<file path="src/rtl/tfx_pkg.sv">
package tfx_pkg;
   typedef enum logic [2:0] {PC_KEEP, PC_BACK1, PC_BACK2, PC_BACK3, PC_FWD1} pc_op_e;
   typedef enum logic [1:0] {STK_NONE, STK_POP, STK_PUSH} stk_op_e;
   typedef struct packed {
      pc_op_e  pc_op;
      stk_op_e stk_op;
      logic    twice;
   } fix_t;
   typedef enum logic [2:0] {ST_IDLE, ST_ADJ, ST_EXTRA, ST_SEL, ST_P0, ST_P1} st_e;
endpackage

</file>
<file path="src/rtl/tfx_decode.sv">
module tfx_decode
   import tfx_pkg::*;
#(
   parameter int CODE_W = 5
) (
   input  logic [CODE_W-1:0] code,
   output fix_t              fix
);
   initial assert (CODE_W >= 4) else $error("tfx_decode: CODE_W must be at least 4");

   logic defined;

   generate
      if (CODE_W > 4) begin : g_wide
         assign defined = ~|code[CODE_W-1:4];
      end else begin : g_narrow
         assign defined = 1'b1;
      end
   endgenerate

   always_comb begin
      fix = '{pc_op: PC_KEEP, stk_op: STK_NONE, twice: 1'b0};
      if (defined) begin
         case (code[3:0])
            4'h1: fix.pc_op = PC_BACK1;
            4'h2: fix.pc_op = PC_BACK2;
            4'h3: fix.pc_op = PC_BACK3;
            4'h4: fix = '{pc_op: PC_BACK1, stk_op: STK_POP,  twice: 1'b0};
            4'h5: fix = '{pc_op: PC_BACK2, stk_op: STK_POP,  twice: 1'b0};
            4'h6: fix = '{pc_op: PC_BACK1, stk_op: STK_POP,  twice: 1'b1};
            4'h7: fix = '{pc_op: PC_BACK2, stk_op: STK_POP,  twice: 1'b1};
            4'h8: fix = '{pc_op: PC_KEEP,  stk_op: STK_POP,  twice: 1'b0};
            4'h9: fix = '{pc_op: PC_KEEP,  stk_op: STK_PUSH, twice: 1'b0};
            4'hA: fix = '{pc_op: PC_BACK1, stk_op: STK_PUSH, twice: 1'b0};
            4'hB: fix = '{pc_op: PC_BACK2, stk_op: STK_PUSH, twice: 1'b0};
            4'hC: fix = '{pc_op: PC_BACK3, stk_op: STK_PUSH, twice: 1'b0};
            4'hD: fix = '{pc_op: PC_FWD1,  stk_op: STK_PUSH, twice: 1'b0};
            4'hE: fix = '{pc_op: PC_KEEP,  stk_op: STK_PUSH, twice: 1'b1};
            4'hF: fix = '{pc_op: PC_BACK2, stk_op: STK_PUSH, twice: 1'b1};
            default: fix.pc_op = PC_KEEP;
         endcase
      end
   end
endmodule

</file>
<file path="src/rtl/tfx_stack_step.sv">
module tfx_stack_step
   import tfx_pkg::*;
#(
   parameter int SP_W   = 4,
   parameter int SP_MAX = 13
) (
   input  logic [SP_W-1:0] sp,
   input  stk_op_e         op,
   output logic [SP_W-1:0] sp_next,
   output logic            sat
);
   localparam logic [SP_W-1:0] TOP = SP_W'(SP_MAX);

   initial assert (SP_MAX > 0 && SP_MAX < (1 << SP_W))
      else $error("tfx_stack_step: SP_MAX must fit in SP_W bits");

   logic at_top;
   logic at_bot;

   generate
      if (SP_MAX == (1 << SP_W) - 1) begin : g_full_range
         assign at_top = &sp;
      end else begin : g_part_range
         assign at_top = (sp >= TOP);
      end
   endgenerate

   assign at_bot = (sp == '0);

   always_comb begin
      sp_next = sp;
      sat     = 1'b0;
      case (op)
         STK_POP:  if (at_bot) sat = 1'b1; else sp_next = sp - 1'b1;
         STK_PUSH: if (at_top) sat = 1'b1; else sp_next = sp + 1'b1;
         default:  sp_next = sp;
      endcase
   end
endmodule

</file>
<file path="src/rtl/tfx_seq.sv">
module tfx_seq
   import tfx_pkg::*;
(
   input  logic clk,
   input  logic rst_n,
   input  logic start,
   input  logic twice,
   output st_e  state,
   output logic done
);
   st_e nxt;

   always_comb begin
      nxt = state;
      case (state)
         ST_IDLE:  if (start) nxt = ST_ADJ;
         ST_ADJ:   nxt = twice ? ST_EXTRA : ST_SEL;
         ST_EXTRA: nxt = ST_SEL;
         ST_SEL:   nxt = ST_P0;
         ST_P0:    nxt = ST_P1;
         ST_P1:    nxt = ST_IDLE;
         default:  nxt = ST_IDLE;
      endcase
   end

   always_ff @(posedge clk) begin
      if (!rst_n) begin
         state <= ST_IDLE;
         done  <= 1'b0;
      end else begin
         state <= nxt;
         done  <= (state == ST_P1);
      end
   end

   AST_DONE_PULSE: assert property (@(posedge clk) disable iff (!rst_n)
      done |=> !done);
   AST_P0_THEN_P1: assert property (@(posedge clk) disable iff (!rst_n)
      (state == ST_P0) |=> (state == ST_P1));
   AST_BUSY_IGNORES_START: assert property (@(posedge clk) disable iff (!rst_n)
      (state != ST_IDLE && state != ST_P1) |=> (state != ST_ADJ));
endmodule

</file>
<file path="src/rtl/tfx_restart_unit.sv">
module tfx_restart_unit
   import tfx_pkg::*;
#(
   parameter int CODE_W = 5,
   parameter int PC_W   = 17,
   parameter int SP_W   = 4,
   parameter int SP_MAX = 13,
   parameter int LO_W   = 16,
   parameter int HI_W   = 8
) (
   input  logic              clk,
   input  logic              rst_n,
   input  logic              start,
   input  logic [CODE_W-1:0] fix_code,
   input  logic [PC_W-1:0]   pc_in,
   input  logic [SP_W-1:0]   sp_in,
   input  logic [LO_W-1:0]   addr_lo,
   input  logic [HI_W-1:0]   addr_hi,
   output logic [PC_W-1:0]   pc_out,
   output logic [SP_W-1:0]   sp_out,
   output logic [LO_W-1:0]   fault_lo,
   output logic [HI_W-1:0]   fault_hi,
   output logic              done,
   output logic              stack_err
);
   localparam logic [PC_W-1:0] ONE   = PC_W'(1);
   localparam logic [PC_W-1:0] TWO   = PC_W'(2);
   localparam logic [PC_W-1:0] THREE = PC_W'(3);

   initial assert (PC_W >= 3 && LO_W > 0 && HI_W > 0)
      else $error("tfx_restart_unit: bad width parameters");

   st_e                state;
   logic [CODE_W-1:0]  code_q;
   logic [LO_W-1:0]    lo_q;
   logic [HI_W-1:0]    hi_q;
   fix_t               fix;
   logic [PC_W-1:0]    pc_fixed;
   logic [SP_W-1:0]    sp_step;
   logic               step_sat;
   logic               take;

   assign take = (state == ST_IDLE) && start;

   tfx_decode #(.CODE_W(CODE_W)) u_decode (
      .code (code_q),
      .fix  (fix)
   );

   tfx_stack_step #(.SP_W(SP_W), .SP_MAX(SP_MAX)) u_step (
      .sp      (sp_out),
      .op      (fix.stk_op),
      .sp_next (sp_step),
      .sat     (step_sat)
   );

   tfx_seq u_seq (
      .clk   (clk),
      .rst_n (rst_n),
      .start (start),
      .twice (fix.twice),
      .state (state),
      .done  (done)
   );

   always_comb begin
      case (fix.pc_op)
         PC_BACK1: pc_fixed = pc_out - ONE;
         PC_BACK2: pc_fixed = pc_out - TWO;
         PC_BACK3: pc_fixed = pc_out - THREE;
         PC_FWD1:  pc_fixed = pc_out + ONE;
         default:  pc_fixed = pc_out;
      endcase
   end

   always_ff @(posedge clk) begin
      if (!rst_n) begin
         code_q    <= '0;
         lo_q      <= '0;
         hi_q      <= '0;
         pc_out    <= '0;
         sp_out    <= '0;
         fault_lo  <= '0;
         fault_hi  <= '0;
         stack_err <= 1'b0;
      end else begin
         if (take) begin
            code_q <= fix_code;
            lo_q   <= addr_lo;
            hi_q   <= addr_hi;
            pc_out <= pc_in;
            sp_out <= sp_in;
         end
         if (state == ST_ADJ) pc_out <= pc_fixed;
         if (state == ST_ADJ || state == ST_EXTRA) begin
            sp_out    <= sp_step;
            stack_err <= stack_err | step_sat;
         end
         if (state == ST_P0) fault_lo <= lo_q;
         if (state == ST_P1) fault_hi <= hi_q;
      end
   end

   AST_PC_SETTLED: assert property (@(posedge clk) disable iff (!rst_n)
      (state == ST_EXTRA || state == ST_SEL || state == ST_P0 || state == ST_P1)
      |=> $stable(pc_out));
   AST_ONE_STACK_STEP: assert property (@(posedge clk) disable iff (!rst_n)
      (state == ST_ADJ || state == ST_EXTRA) |=>
      (sp_out == $past(sp_out) || sp_out == $past(sp_out) + 1'b1 ||
       sp_out + 1'b1 == $past(sp_out)));
   AST_ERR_STICKY: assert property (@(posedge clk) disable iff (!rst_n)
      stack_err |=> stack_err);
   AST_LO_ONLY_IN_P0: assert property (@(posedge clk) disable iff (!rst_n)
      (state != ST_P0) |=> $stable(fault_lo));
endmodule

</file>
<file path="config.mk">
export PLATFORM = sky130hd
export DESIGN_NAME = tfx_restart_unit
export DESIGN_NICKNAME = d
export VERILOG_FILES = /design/src/rtl/tfx_pkg.sv /design/src/rtl/tfx_decode.sv /design/src/rtl/tfx_stack_step.sv /design/src/rtl/tfx_seq.sv /design/src/rtl/tfx_restart_unit.sv
export SDC_FILE = /design/constraint.sdc
export NUM_CORES = 1
export LEC_CHECK = 0
export BUFFER_PORTS_ARGS = -buffer_cell sky130_fd_sc_hd__buf_2
export CORE_UTILIZATION = 40
export CTS_CLUSTER_SIZE = 25
export DETAILED_ROUTE_END_ITERATION = 7
export SLEW_MARGIN = 20
export SYNTH_ARGS = -nofsm -noshare
export SYNTH_HDL_FRONTEND = slang
export SYNTH_SLANG_ARGS = --single-unit
export TNS_END_PERCENT = 100
</file>
<file path="constraint.sdc">
create_clock -name clk -period 4 [get_ports clk]
set_input_delay 0.4 -clock clk [delete_from_list [all_inputs] [get_ports clk]]
set_output_delay 0.4 -clock clk [all_outputs]
set_load 0.01 [all_outputs]
</file>
# --- Word-level counts from Yosys, hierarchy flattened ---
# Index checks and enable logic that the tools add are counted.
totals:
  ff_bits: 79
  output_inout_bits: 47
op_classes:
  n_addsub: 6
  n_lt_le_gt_ge: 1
  eq_ne: 31
  n_mux: 17
  n_bitwise: 1
  n_reduce_logical: 15
ops:
  columns: ["cell", "count"]
  rows:
  - ["17-bit case mux with 4 select lines", 1]
  - ["17-bit two-way mux", 2]
  - ["17-bit by 2-bit subtractor with 17-bit output (second input constant)", 2]
  - ["4-bit equality test (second input constant)", 8]
  - ["3-bit case mux with 4 select lines", 2]
  - ["17-bit by 1-bit adder with 17-bit output (second input constant)", 1]
  - ["17-bit by 1-bit subtractor with 17-bit output (second input constant)", 1]
  - ["4-bit by 3-bit equality test with 1-bit output (second input constant)", 4]
  - ["4-bit two-way mux", 4]
  - ["3-bit case mux with 5 select lines", 1]
  - ["3-bit by 2-bit equality test with 1-bit output (second input constant)", 4]
  - ["5-bit OR reduction", 2]
  - ["3-bit equality test (second input constant)", 3]
  - ["4-bit by 2-bit equality test with 1-bit output (second input constant)", 2]
  - ["4-bit case mux with 2 select lines", 1]
  - ["3-bit by 1-bit equality test with 1-bit output (second input constant)", 2]
  - ["6-bit two-way mux", 1]
  - ["3-bit != test (second input constant)", 2]
  - ["2-bit OR reduction", 3]
  - ["5-bit by 1-bit != test with 1-bit output (second input constant)", 1]
  - ["4-bit by 1-bit adder with 4-bit output (second input constant)", 1]
  - ["4-bit by 1-bit equality test with 1-bit output (second input constant)", 1]
  - ["4-bit greater-or-equal comparator (second input constant)", 1]
  - ["4-bit logical NOT", 1]
  - ["other kinds (17)", 20]

# --- Longest topological paths before layout ---
# Gate-level depths: netlist of run 1.
depth:
  ltp_word: 7
  depth_mapped: 14
  ltp_nobuf: 14

# --- Cells and area by module ---
# Synthesis of run 1 repeated with hierarchy kept, for this count alone.
unflattened:
  cells_unflattened: 617
  area_unflattened_um2: 4770.8
modules_own_cells:
  columns: ["mod", "instances", "cells_each", "area_per_inst_um2", "seq_area_each_um2"]
  rows:
  - ["tfx_restart_unit", 1, 541, 4219.0, 1501.4]
  - ["tfx_stack_step", 1, 42, 284.0, 0.0]
  - ["tfx_seq", 1, 15, 156.4, 80.1]
  - ["tfx_decode", 1, 19, 111.4, 0.0]

# --- Worst setup path before layout of run 1 ---
# Ideal clock, no wire load.
synth_path:
  kind: "register to register"
  from: "register code_q[4]"
  to: "register pc_out[10]"
  arrival_time_ps: 2861
  required_ps: 3930
  path_slack_ps: 1069
  stages_incl_launch_ff: 12
  path_buffers: 1
  path_cell_list: "dfxtp_1 -> clkbuf_1 -> nand2b_1 -> nor2_1 -> inv_1 -> ha_1 -> nor2b_1 -> o31a_1 -> o31ai_2 -> o21ai_0 -> or4_1 -> a21oi_1"
synth_via:
  elab_chain_len: 4
  elab_cells_between_ends: 9
synth_lines:
  columns: ["item", "line", "rtl"]
  rows:
  - ["start, declared", "tfx_restart_unit.sv:34", "logic [CODE_W-1:0] code_q;"]
  - ["start signal, assigned", "tfx_restart_unit.sv:88", "code_q <= fix_code;"]
  - ["6-bit two-way mux (*)", "tfx_decode.sv:23", "if (defined) begin"]
  - ["3-bit equality test (tied with other cells)", "tfx_restart_unit.sv:67", "case (fix.pc_op)"]
  - ["17-bit case mux with 4 select lines or 5-bit by 1-bit != test with 1-bit output (tied branches)", null, null]
  - ["17-bit two-way mux or 2-bit AND reduction (tied branches)", null, null]
  - ["end signal, assigned", "tfx_restart_unit.sv:91", "pc_out <= pc_in;"]
  - ["end signal, assigned", "tfx_restart_unit.sv:94", "if (state == ST_ADJ) pc_out <= pc_fixed;"]
  - ["end, declared", "tfx_restart_unit.sv:19", "output logic [PC_W-1:0] pc_out,"]
# Every way passes the cells marked *; elsewhere a longest branch is shown, timed or not.
# A chain may end at the register's enable or synchronous reset.

# --- Worst setup path after layout of run 1 ---
layout_path:
  from: "register code_q[2]"
  to: "register pc_out[10]"
layout_via:
  elab_chain_len: 7
  elab_cells_between_ends: 25
layout_lines:
  columns: ["item", "line", "rtl"]
  rows:
  - ["4-bit by 2-bit equality test with 1-bit output (tied with other cells)", "tfx_decode.sv:24", "case (code[3:0])"]
  - ["5-bit OR reduction (no line) (tied with other cells)", null, null]
  - ["3-bit case mux with 4 select lines (*)", "tfx_decode.sv:24", null]
  - ["6-bit two-way mux (*)", "tfx_decode.sv:23", null]
  - ["3-bit equality test (tied with other cells)", "tfx_restart_unit.sv:67", null]
  - ["17-bit case mux with 4 select lines or 5-bit by 1-bit != test with 1-bit output (tied branches)", null, null]
  - ["17-bit two-way mux or 2-bit AND reduction (tied branches)", null, null]
# Marks and branches as above.

==> reports/metrics.csv, run 1 <==
stage,metric,value,unit
power_and_ir_drop,sw frac,40.28,%
grt,first-pass GRT wire length,20.89,mm
clock_tree,Clock transition at path regs,60,ps
synthesis,number of flops mapped to enable cells by yosys,0,
cells_and_area,Final Util,50.00,%
timing,Final Hold Vio Count,0,
timing,unrepaired setup endpoints after global routing,no,
power_and_ir_drop,peak supply drop,0.0002914,V
synthesis,post-synthesis adder-cell area fraction,6.659,%
grt,gr usage total,22.42,%
timing,Relative slew margins,29.27,%
place,hpwl dp,8.986,mm
power_and_ir_drop,Sw Pwr,0.001409,W
place,routability congestion estimate,0.8624,
setup_path,Critical Path Source Type,flop,
die,chip height,108.6,µm
synthesis,area share of and/or/nand/nor cells after synthesis,24.22,%
timing,share of the clock period used by the worst path,84.44,%
clock_tree,H-tree levels,3,
setup_path,Reg2Reg Depth,10,
detailed_routing,via/cell ratio,5.629,
die,Die X,108.6,µm
synthesis,Main synth FF type,dfxtp_1,
timing,FMAX,0.2961,GHz
synthesis,Mapped Area,4547,µm²
synthesis,top cell type's share of synthesized area,34.78,%
clock_tree,CTS Buf Count,9,
clock_tree,# clock sinks,79,
power_and_ir_drop,Leak Pwr,2.286,nW
setup_path,reg-to-reg endpoint,pc_out[10],
setup_path,CP endpoint kind,flop,
die,initial core utilization,41.58,%
power_and_ir_drop,Clock power frac,25.9,%
clock_tree,CTS tree,done,
run,max_cap viols,0,
cells_and_area,final instance area,5468,µm²
synthesis,post-synthesis xor/xnor area fraction,3.275,%
die,total core area,10940,µm²
setup_path,CP arrival,3640,ps
grt,largest net degree at the start of global routing,42,
timing,max-slew violations,0,
clock_tree,clock buffer depth,2,
synthesis,yosys warns,0,
detailed_routing,vias post-DR,4661,
synthesis,Yosys reg bits,79,
cells_and_area,final net count,759,
cells_and_area,Fill cells,1135,
detailed_routing,ANT nets after route,0,
grt,antenna violations before repair,0,
synthesis,syn_nets,677,
detailed_routing,Pre-antenna DRT Iters,5,
setup_path,worst r2r src,code_q[2],
clock_tree,clock latency on the worst-skew pair,330,ps
synthesis,Synth Area per Inst,7.565,µm²
die,Die Area,11800,µm²
clock_tree,postcts setup bufs,0,
setup_path,CP startpoint,code_q[2],
power_and_ir_drop,register share of total power,30.0,%
worst_hold_path,hold crit path type,in2reg,
synthesis,main combinational cell family by area after synthesis,compound AO/OA/AOI/OAI gates,
timing,Tmin final,3378,ps
synthesis,Post-synth top cells,"nand2_1, a21oi_1, dfxtp_1",
worst_hold_path,Hold Crit Start,addr_lo[2],
power_and_ir_drop,Pwr Density,639.7,nW/µm²
synthesis,mux cell area share after synthesis,1.128,%
cells_and_area,fraction of layout cells with a size suffix above 1,19.91,%
die,row count,38,
grt,vias in the first global route,4317,
setup_path,CP Max Fanout,15,
worst_hold_path,WHS Path Cells,3,
timing,sum of negative setup slack,0,ps
setup_path,"reg-to-reg slack, setup",620,ps
worst_hold_path,Hold Path End,lo_q[2],
detailed_routing,Iteration-0 DRC Markers,347,
timing,Clock Skew,7.399,ps
die,IO Pins,100,
detailed_routing,drc violations,0,
synthesis,number of distinct library cells after synthesis,64,
synthesis,"Seq/Total Area, Yosys",34.78,%
place,"Cell Area, Placed",5139,µm²
place,port bufs,99,
synthesis,Synth Instances,601,
run_status,outcome,"finished, final reports clean",
cells_and_area,Area Growth Syn to Fin,20.25,%
clock_tree,post-cts repair resize count,0,
power_and_ir_drop,Cell Int Power,0.002089,W
grt,GRT Residual Overflow,0,
synthesis,largest area contributor in the netlist,dfxtp_1,
detailed_routing,Routed wire per std cell,15.53,µm
timing,measured slew at the worst slew-check pin,1058,ps
clock_tree,root buf cell,clkbuf_16,
timing,Setup-failing EPs final,0,
power_and_ir_drop,Comb power frac,44.1,%
setup_path,Worst Path Required,4260,ps
clock_tree,cts hold-fix bufs,0,
synthesis,most common cell in the netlist,nand2_1,
detailed_routing,Routed Wire Length,12.86,mm
synthesis,Synth Area in Compound Gates,25.51,%
cells_and_area,ant diodes,0,
setup_path,CP Class,reg2reg,
synthesis,"Async S/R FF share, synth",0,%
synthesis,"top cells by area, synth","dfxtp_1, nand2_1, a21oi_1",
[routing by layer]
layer	track usage (%)	wire [µm]
met1	29.90	6010
met2	36.39	5874
met3	5.021	769
met4	5.888	206
met5	0	0
[cell usage in the layout (no fill, tap or decap), drive strengths merged, types with 6 or more instances in the layout]
| cell | instances |
|---|---|
| buf | 107 |
| ha | 21 |
| o21a | 6 |
| clkbuf | 9 |
| inv | 18 |
| nor2 | 37 |
| nor3 | 13 |
| a21oi | 91 |
| o211ai | 6 |
| o21ai | 31 |
| dfxtp | 79 |
| xnor2 | 13 |
| nand2 | 125 |
| a211oi | 7 |
| or3 | 7 |
| nor4 | 7 |
| a21o | 9 |
| nand3 | 18 |
[worst max-delay path by stage]
stage / end / cells after the start
after global placement: pc_out[10] / 10
after global routing: pc_out[10] / 10
after CTS: pc_out[10] / 10
after detailed placement: pc_out[10] / 10
final: pc_out[10] / 10
after floorplan: pc_out[10] / 11
[kinds of logic after synthesis]
group                    count (synthesis)
AO/OA/AOI/OAI                          189
XOR/XNOR                                17
adder cells (fa/ha/maj)                 23
buffers and inverters                   51
flip-flops                              79
multiplexers                             5
AND/OR/NAND/NOR                        237
[worst max-delay path: stages (launching register included)]
cell and delay (ps):
dfxtp_1 500, nand3b_1 160, nor2_1 210, inv_1 300, ha_1 430, nor2b_1 170, o31a_1 290, o31ai_2 510
o21ai_0 180, or4_1 420, a21oi_1 140
[sequential cells by signal, indices dropped and copies added (netlist names)]
name         flops
hi_q             8
u_seq.done       1
u_seq.state      3
stack_err        1
pc_out          17
fault_hi         8
lo_q            16
code_q           5
sp_out           4
fault_lo        16
[stage by stage]
| step | power (W) | setup slack [ps] | hold WS, ps | cells |
|---|---|---|---|---|
| final | 0.003498 | 622.3 | 300.8 | 828 |
| after global routing | 0.003745 | 354.5 | 295.1 | 828 |
| after CTS | 0.003503 | 665.1 | 292.3 | 828 |
| after detailed placement | 0.002583 | 684.6 | 444.4 | 812 |
| after global placement | 0.002547 | 798.1 | 436.6 | 812 |
| after floorplan | 0.002182 | 1069 | 432.1 | 601 |
[layout make-up]
cell class	count	area (µm²)	area share, %
multi-input cells	471	2770	50.66
flip-flops and latches	79	1582	28.92
repair buffers	107	555.5	10.16
clock buffers	9	225.2	4.119
well taps	140	175.2	3.204
clock inverters	7	103.9	1.899
inverters	15	56.30	1.030
[power groups by stage]
| stage | Clock, W | Sequential, W | Combinational (W) |
|---|---|---|---|
| 4_1_cts | 0.000926 | 0.00104 | 0.00153 |
| 3_3_place_gp | 0 | 0.00106 | 0.00149 |
| 6_report | 0.000906 | 0.00105 | 0.00154 |
| 3_5_place_dp | 0 | 0.00106 | 0.00152 |
| 2_1_floorplan | 0 | 0.00105 | 0.00113 |
| 5_1_grt | 0.000962 | 0.00107 | 0.00171 |
(Power assumes the default switching activity.)
==> inputs of run 2 (changes only) <==
- clock period: 4 -> 2.7 ns (I/O delays scaled with it)
==> run 2 against run 1 <==
- flip-flop and latch count stayed put
- clock power grew 25%
- worst hold slack got worse by 140 ps
- sequential power is 48% higher
- via count up 1.7%
- first-iteration DRC count down 17%
- die area stayed put
- design area grew 3.9%
- fmax rose by 31%
- largest cell class unchanged
- sequential share of layout area fell by 1.1 points
- non-clock buffer count up 27
- largest power group unchanged
- global-route usage is 0.23 points higher
==> reports/metrics.csv, run 2 (synthesis gave the netlist of run 1 again) <==
stage,metric,value,unit,change
run_status,outcome,"finished, final reports clean",,unchanged
power_and_ir_drop,Sw Pwr,0.002144,W,was 0.001409 W
timing,Setup-failing EPs final,0,,unchanged
cells_and_area,final net count,786,,was 759
grt,largest net degree at the start of global routing,30,,was 42
grt,met3 usage,4.005,%,was 5.021%
cells_and_area,Final Util,51.97,%,was 50.00%
setup_path,CP Max Fanout,10,,was 15
run,max_cap viols,0,,unchanged
detailed_routing,vias post-DR,4742,,was 4661
grt,antenna violations before repair,1,,was 0
grt,gr usage total,22.65,%,was 22.42%
cells_and_area,most frequent cells in the layout,"nand2_1, buf_2, a21oi_1, dfxtp_1",,"was nand2_1, buf_2, a21oi_1, dfxtp_1, nor2_1"
die,IO Pins,100,,unchanged
timing,Tmin final,2587,ps,was 3378 ps
power_and_ir_drop,sw frac,41.35,%,was 40.28%
setup_path,Critical Path Source Type,flop,,unchanged
die,row count,38,,unchanged
detailed_routing,drc violations,0,,unchanged
clock_tree,clock latency on the worst-skew pair,340,ps,was 330 ps
detailed_routing,Routed Wire Length,13.18,mm,was 12.86 mm
power_and_ir_drop,peak supply drop,0.0003556,V,was 0.0002914 V
cells_and_area,Largest regs,"pc_out x17, fault_lo x16, lo_q x16",,unchanged
place,DP Worst Slack,-8.457,ps,was 684.6 ps
cells_and_area,Area Growth Syn to Fin,24.99,%,was 20.25%
cells_and_area,max reg flops,17,,unchanged
power_and_ir_drop,Comb power frac,48.4,%,was 44.1%
timing,FMAX,0.3866,GHz,was 0.2961 GHz
power_and_ir_drop,Leak Pwr,2.404,nW,was 2.286 nW
place,hpwl dp,9.412,mm,was 8.986 mm
power_and_ir_drop,Pwr Density,912.5,nW/µm²,was 639.7 nW/µm²
power_and_ir_drop,register share of total power,29.8,%,was 30.0%
timing,Clock Skew,5.849,ps,was 7.399 ps
detailed_routing,Routed wire per std cell,15.40,µm,was 15.53 µm
die,Die X,108.6,µm,unchanged
clock_tree,CTS tree,done,,unchanged
setup_path,"reg-to-reg slack, setup",110,ps,was 620 ps
power_and_ir_drop,Cell Int Power,0.003041,W,was 0.002089 W
detailed_routing,Iteration-0 DRC Markers,289,,was 347
grt,first-pass GRT wire length,20.94,mm,was 20.89 mm
grt,met2 Use GR,35.31,%,was 36.39%
setup_path,CP arrival,2820,ps,was 3640 ps
grt,vias in the first global route,4317,,unchanged
grt,met1 usage,31.10,%,was 29.90%
clock_tree,CTS Buf Count,9,,unchanged
clock_tree,root buf cell,clkbuf_16,,unchanged
detailed_routing,via/cell ratio,5.540,,was 5.629
timing,measured slew at the worst slew-check pin,638.3,ps,was 1058 ps
setup_path,CP Class,reg2reg,,unchanged
cells_and_area,"commonest non-fill, non-tap cell in the layout",nand2_1,,unchanged
worst_hold_path,hold crit path type,in2reg,,unchanged
detailed_routing,Pre-antenna DRT Iters,5,,unchanged
die,total core area,10940,µm²,unchanged
place,routability congestion estimate,0.8596,,was 0.8624
timing,worst hold margin,162.0,ps,was 300.8 ps
clock_tree,Clock transition at path regs,60,ps,about the same
setup_path,Worst Path Required,2930,ps,was 4260 ps
grt,GR peak layer,met2,,unchanged
cells_and_area,largest reg by FF count,pc_out,,unchanged
die,chip height,108.6,µm,unchanged
power_and_ir_drop,Clock power frac,21.8,%,was 25.9%
timing,Relative slew margins,57.32,%,was 29.27%
place,port bufs,99,,unchanged
die,initial core utilization,41.58,%,unchanged
setup_path,CP endpoint kind,flop,,unchanged
timing,Final Hold Vio Count,0,,unchanged
die,Die Area,11800,µm²,unchanged
timing,setup slack after layout,113.4,ps,was 622.3 ps
timing,share of the clock period used by the worst path,95.80,%,was 84.44%
clock_tree,clock buffer depth,2,,unchanged
cells_and_area,fraction of layout cells with a size suffix above 1,24.76,%,was 19.91%
detailed_routing,ANT nets after route,0,,unchanged
grt,GRT Residual Overflow,0,,unchanged
timing,max-slew violations,0,,unchanged
clock_tree,# clock sinks,79,,unchanged
clock_tree,H-tree levels,3,,unchanged
==> run 2: power groups by stage <==
stage	sequential, W	clock [W]	combinational, W
global placement	0.00155	0	0.00237
floorplan	0.00155	0	0.00170
CTS	0.00154	0.00116	0.00242
finish	0.00155	0.00113	0.00251
detailed placement	0.00156	0	0.00240
global route	0.00157	0.00121	0.00278
==> run 2: final cells by class <==
cell class | count | area (µm²)
Clock buffer | 10 | 229.0
Fill cell | 1105 | 5253
Sequential cell | 79 | 1584
Antenna cell | 1 | 2.502
Multi-Input combinational cell | 471 | 2830
Tap cell | 140 | 175.2
Timing Repair Buffer | 134 | 762.0
Clock inverter | 6 | 43.79
Inverter | 15 | 56.30
==> run 2: layer usage <==
metal  part of all wire [%]  vias up  wire length (µm)
met5                      0        -                 0
met4                    2.0        0               262
met3                    5.4       20               710
met2                     46      139              6119
met1                     46     2214              6091
li1                       -     2369                 -
==> run 2: stage by stage <==
stage	cells	TNS, ps	cell area (µm²)	total power (W)
after floorplan	601	0	4558	0.003252
after global placement	834	0	5315	0.003927
after detailed placement	834	-8.457	5315	0.003966
after CTS	850	0	5588	0.005116
after global routing	855	-131.6	5680	0.005568
final	856	0	5683	0.005185
==> run 2: final timing paths <==
kind                            cells after the start  startpoint     endpoint
worst min-delay path                                3  addr_lo[4]      lo_q[4]
worst min register to register                      2     lo_q[0]  fault_lo[0]
worst max-delay path                               13   code_q[2]    sp_out[3]
worst max register to register                     13   code_q[2]    sp_out[3]
==> run 2: what timing repair did <==
action                     CTS  global route
pin swaps                    0             3
hold buffers                 0             0
setup endpoints to repair    1            12
buffers inserted             0             5
gates resized for setup      1            13
==> run 2: worst max-delay path, stage by stage (launching register included) <==
cell and delay (ps):
dfxtp_1 330, buf_4 170, nor3_1 320, or3_1 200, inv_1 50, ha_1 220
inv_2 100, ha_1 220, a21o_1 170, a21oi_1 190, xnor2_1 110, a22o_1 180
a22oi_1 170, nor2_1 50
==> inputs of run 3 (changes only) <==
- CORE_UTILIZATION: 40 -> 30
==> run 3 against run 2 <==
- the flow now finishes with violations (design-rule violations)
- global-route usage fell by 5.5 points
- non-clock buffer count fell by 5
- critical endpoint is now pc_out[6]
- via count fell by 1.8%
- register-to-register slack improved by 30 ps
- count of clock-buffer cells in the layout did not move
- largest power group unchanged
- design area rose by 0.88%
- sequential share of layout area fell by 0.20 points
- clock skew fell by 0.68 ps
- flip-flop and latch count did not move
==> reports/metrics.csv, run 3 (synthesis gave the netlist of run 1 again) <==
stage,metric,value,unit,change
power_and_ir_drop,Pwr Density,932.4,nW/µm²,was 912.5 nW/µm²
clock_tree,root buf cell,clkbuf_16,,unchanged
place,Placed Cells,877,,was 834
cells_and_area,fin cells,894,,was 856
grt,largest net degree at the start of global routing,40,,was 30
setup_path,"reg-to-reg slack, setup",140,ps,was 110 ps
cells_and_area,Area Growth Syn to Fin,26.09,%,was 24.99%
timing,Tmin final,2559,ps,was 2587 ps
run_status,failing checks,design-rule violations,,
detailed_routing,via/cell ratio,5.209,,was 5.540
grt,vias in the first global route,4273,,was 4317
worst_hold_path,WHS Path Cells,3,,unchanged
grt,gr usage total,17.18,%,was 22.65%
detailed_routing,Routed Wire Length,13.28,mm,was 13.18 mm
place,port bufs,99,,unchanged
detailed_routing,drc violations,12,,was 0
detailed_routing,ANT nets after route,0,,unchanged
setup_path,Slowest Stage Delay on Critical Path,390,ps,was 330 ps
die,initial core utilization,31.05,%,was 41.58%
cells_and_area,ant diodes,0,,was 1
clock_tree,Clock transition at path regs,60,ps,about the same
cells_and_area,"commonest non-fill, non-tap cell in the layout",nand2_1,,unchanged
cells_and_area,max reg flops,17,,unchanged
cells_and_area,Largest regs,"pc_out x17, fault_lo x16, lo_q x16",,unchanged
die,Die X,125.1,µm,was 108.6 µm
cells_and_area,largest reg by FF count,pc_out,,unchanged
clock_tree,clock buffer depth,2,,unchanged
cells_and_area,fraction of layout cells with a size suffix above 1,24.23,%,was 24.76%
grt,first-pass GRT wire length,21.67,mm,was 20.94 mm
cells_and_area,most frequent cells in the layout,"nand2_1, buf_2, a21oi_1, dfxtp_1, nor2_1",,"was nand2_1, buf_2, a21oi_1, dfxtp_1"
die,chip height,125.1,µm,was 108.6 µm
run,max_cap viols,0,,unchanged
clock_tree,clock latency on the worst-skew pair,340,ps,about the same
timing,max-slew violations,0,,unchanged
detailed_routing,Routed wire per std cell,14.85,µm,was 15.40 µm
setup_path,CP max-delay cell,or4_1,,was dfxtp_1
timing,Clock Skew,5.170,ps,was 5.849 ps
detailed_routing,Pre-antenna DRT Iters,6,,was 5
clock_tree,CTS tree,done,,unchanged
cells_and_area,final net count,781,,was 786
power_and_ir_drop,Leak Pwr,2.403,nW,was 2.404 nW
die,row count,44,,was 38
setup_path,Reg2Reg Depth,10,,was 13
clock_tree,# clock sinks,79,,unchanged
setup_path,Critical Path Source Type,flop,,unchanged
worst_hold_path,Hold Crit Start,fix_code[1],,was addr_lo[4]
place,routability congestion estimate,0.8960,,was 0.8596
detailed_routing,vias post-DR,4657,,was 4742
timing,share of the clock period used by the worst path,94.77,%,was 95.80%
place,"Cell Area, Placed",5363,µm²,was 5315 µm²
timing,unrepaired setup endpoints after global routing,yes,,
power_and_ir_drop,peak supply drop,0.0003580,V,was 0.0003556 V
timing,Setup-failing EPs final,0,,unchanged
clock_tree,CTS Buf Count,9,,unchanged
die,total core area,14640,µm²,was 10940 µm²
cells_and_area,final instance area,5733,µm²,was 5683 µm²
detailed_routing,Iteration-0 DRC Markers,280,,was 289
die,IO Pins,100,,unchanged
setup_path,worst r2r src,code_q[1],,was code_q[2]
timing,FMAX,0.3908,GHz,was 0.3866 GHz
setup_path,worst-path cell chain,"nand3b_1, nor2_2, inv_2, ha_1, nor2b_1, o31a_1, o21a_1, or4_1, a32oi_1, a21oi_1",,"was buf_4, nor3_1, or3_1, inv_1, ha_1, inv_2, ha_1, a21o_1, a21oi_1, xnor2_1, a22o_1, a22oi_1, nor2_1"
grt,GRT Residual Overflow,0,,unchanged
worst_hold_path,hold crit path type,in2reg,,unchanged
die,Die Area,15650,µm²,was 11800 µm²
setup_path,Worst Path Required,2930,ps,about the same
setup_path,CP arrival,2780,ps,was 2820 ps
setup_path,CP Max Fanout,7,,was 10
timing,measured slew at the worst slew-check pin,752.8,ps,was 638.3 ps
place,hpwl dp,9.500,mm,was 9.412 mm
power_and_ir_drop,total power,0.005345,W,was 0.005185 W
setup_path,CP endpoint kind,flop,,unchanged
timing,Final Hold Vio Count,0,,unchanged
setup_path,CP startpoint,code_q[1],,was code_q[2]
clock_tree,H-tree levels,3,,unchanged
run_status,outcome,"finished, violations left",,"was finished, final reports clean"
setup_path,CP Class,reg2reg,,unchanged
grt,antenna violations before repair,0,,was 1
timing,Relative slew margins,49.82,%,was 57.32%
-- run 3: cell types whose count changed in the layout (fill, tap and decap cells not counted), moves of 2 or more --
cell	before	now
clkinv_2	2	0
o21ai_1	0	3
buf_4	34	30
dfxtp_1	77	75
o21ai_0	30	28
bufinv_16	0	2
dfxtp_2	2	4
-- run 3: final cells by class --
cell class	count	area, µm²
well taps	184	230.2
multi-input cells	471	2818
inverters	15	56.30
flip-flops and latches	79	1587
clock inverters	6	92.59
repair buffers	129	720.7
fillers	1562	8911
clock buffers	10	229.0
-- run 3: worst paths after layout --
| check | end |
|---|---|
| setup / recovery | pc_out[6] |
| hold / removal | code_q[1] |
| hold reg to reg | fault_lo[10] |
| setup reg to reg | pc_out[6] |
-- run 3: repair_timing --
action | 4_1_cts | 5_1_grt
gates resized for setup | 0 | 15
setup endpoints to repair | 0 | 10
hold buffers | 0 | 0
buffers inserted | 0 | 1
-- run 3: worst max-delay path: cells and delay by family, from the launching register on --
family | cells | cell delay (ps)
buffers and inverters | 1 | 100
flip-flops | 1 | 350
adder cells (fa/ha/maj) | 1 | 330
AO/OA/AOI/OAI | 4 | 760
AND/OR/NAND/NOR | 4 | 900
-- run 3: through the flow --
step	setup TNS (ps)	util, %	setup WS, ps	hold WS [ps]
after floorplan	0	-	23.66	406.0
after CTS	0	38.82	104.2	155.8
after global placement	0	36.62	143.9	439.5
final	0	39.15	141.3	161.6
after global routing	-11.30	39.15	-11.30	162.0
after detailed placement	0	36.62	117.5	444.4
-- run 3: routing by layer --
metal  global-route usage, %  part of all wire, %
met1                   23.27                   48
met4                   6.169                  1.4
met2                   27.83                   47
met3                   2.396                  4.0
met5                       0                    0
-- run 3: power by group --
group	total (W)	switching (W)	internal [W]	leakage, nW
registers	0.00154	0.000218	0.00133	0.647
clock network	0.00133	0.000514	0.000815	0.149
logic	0.00247	0.00139	0.00108	1.61
total	0.00535	0.00212	0.00322	2.40
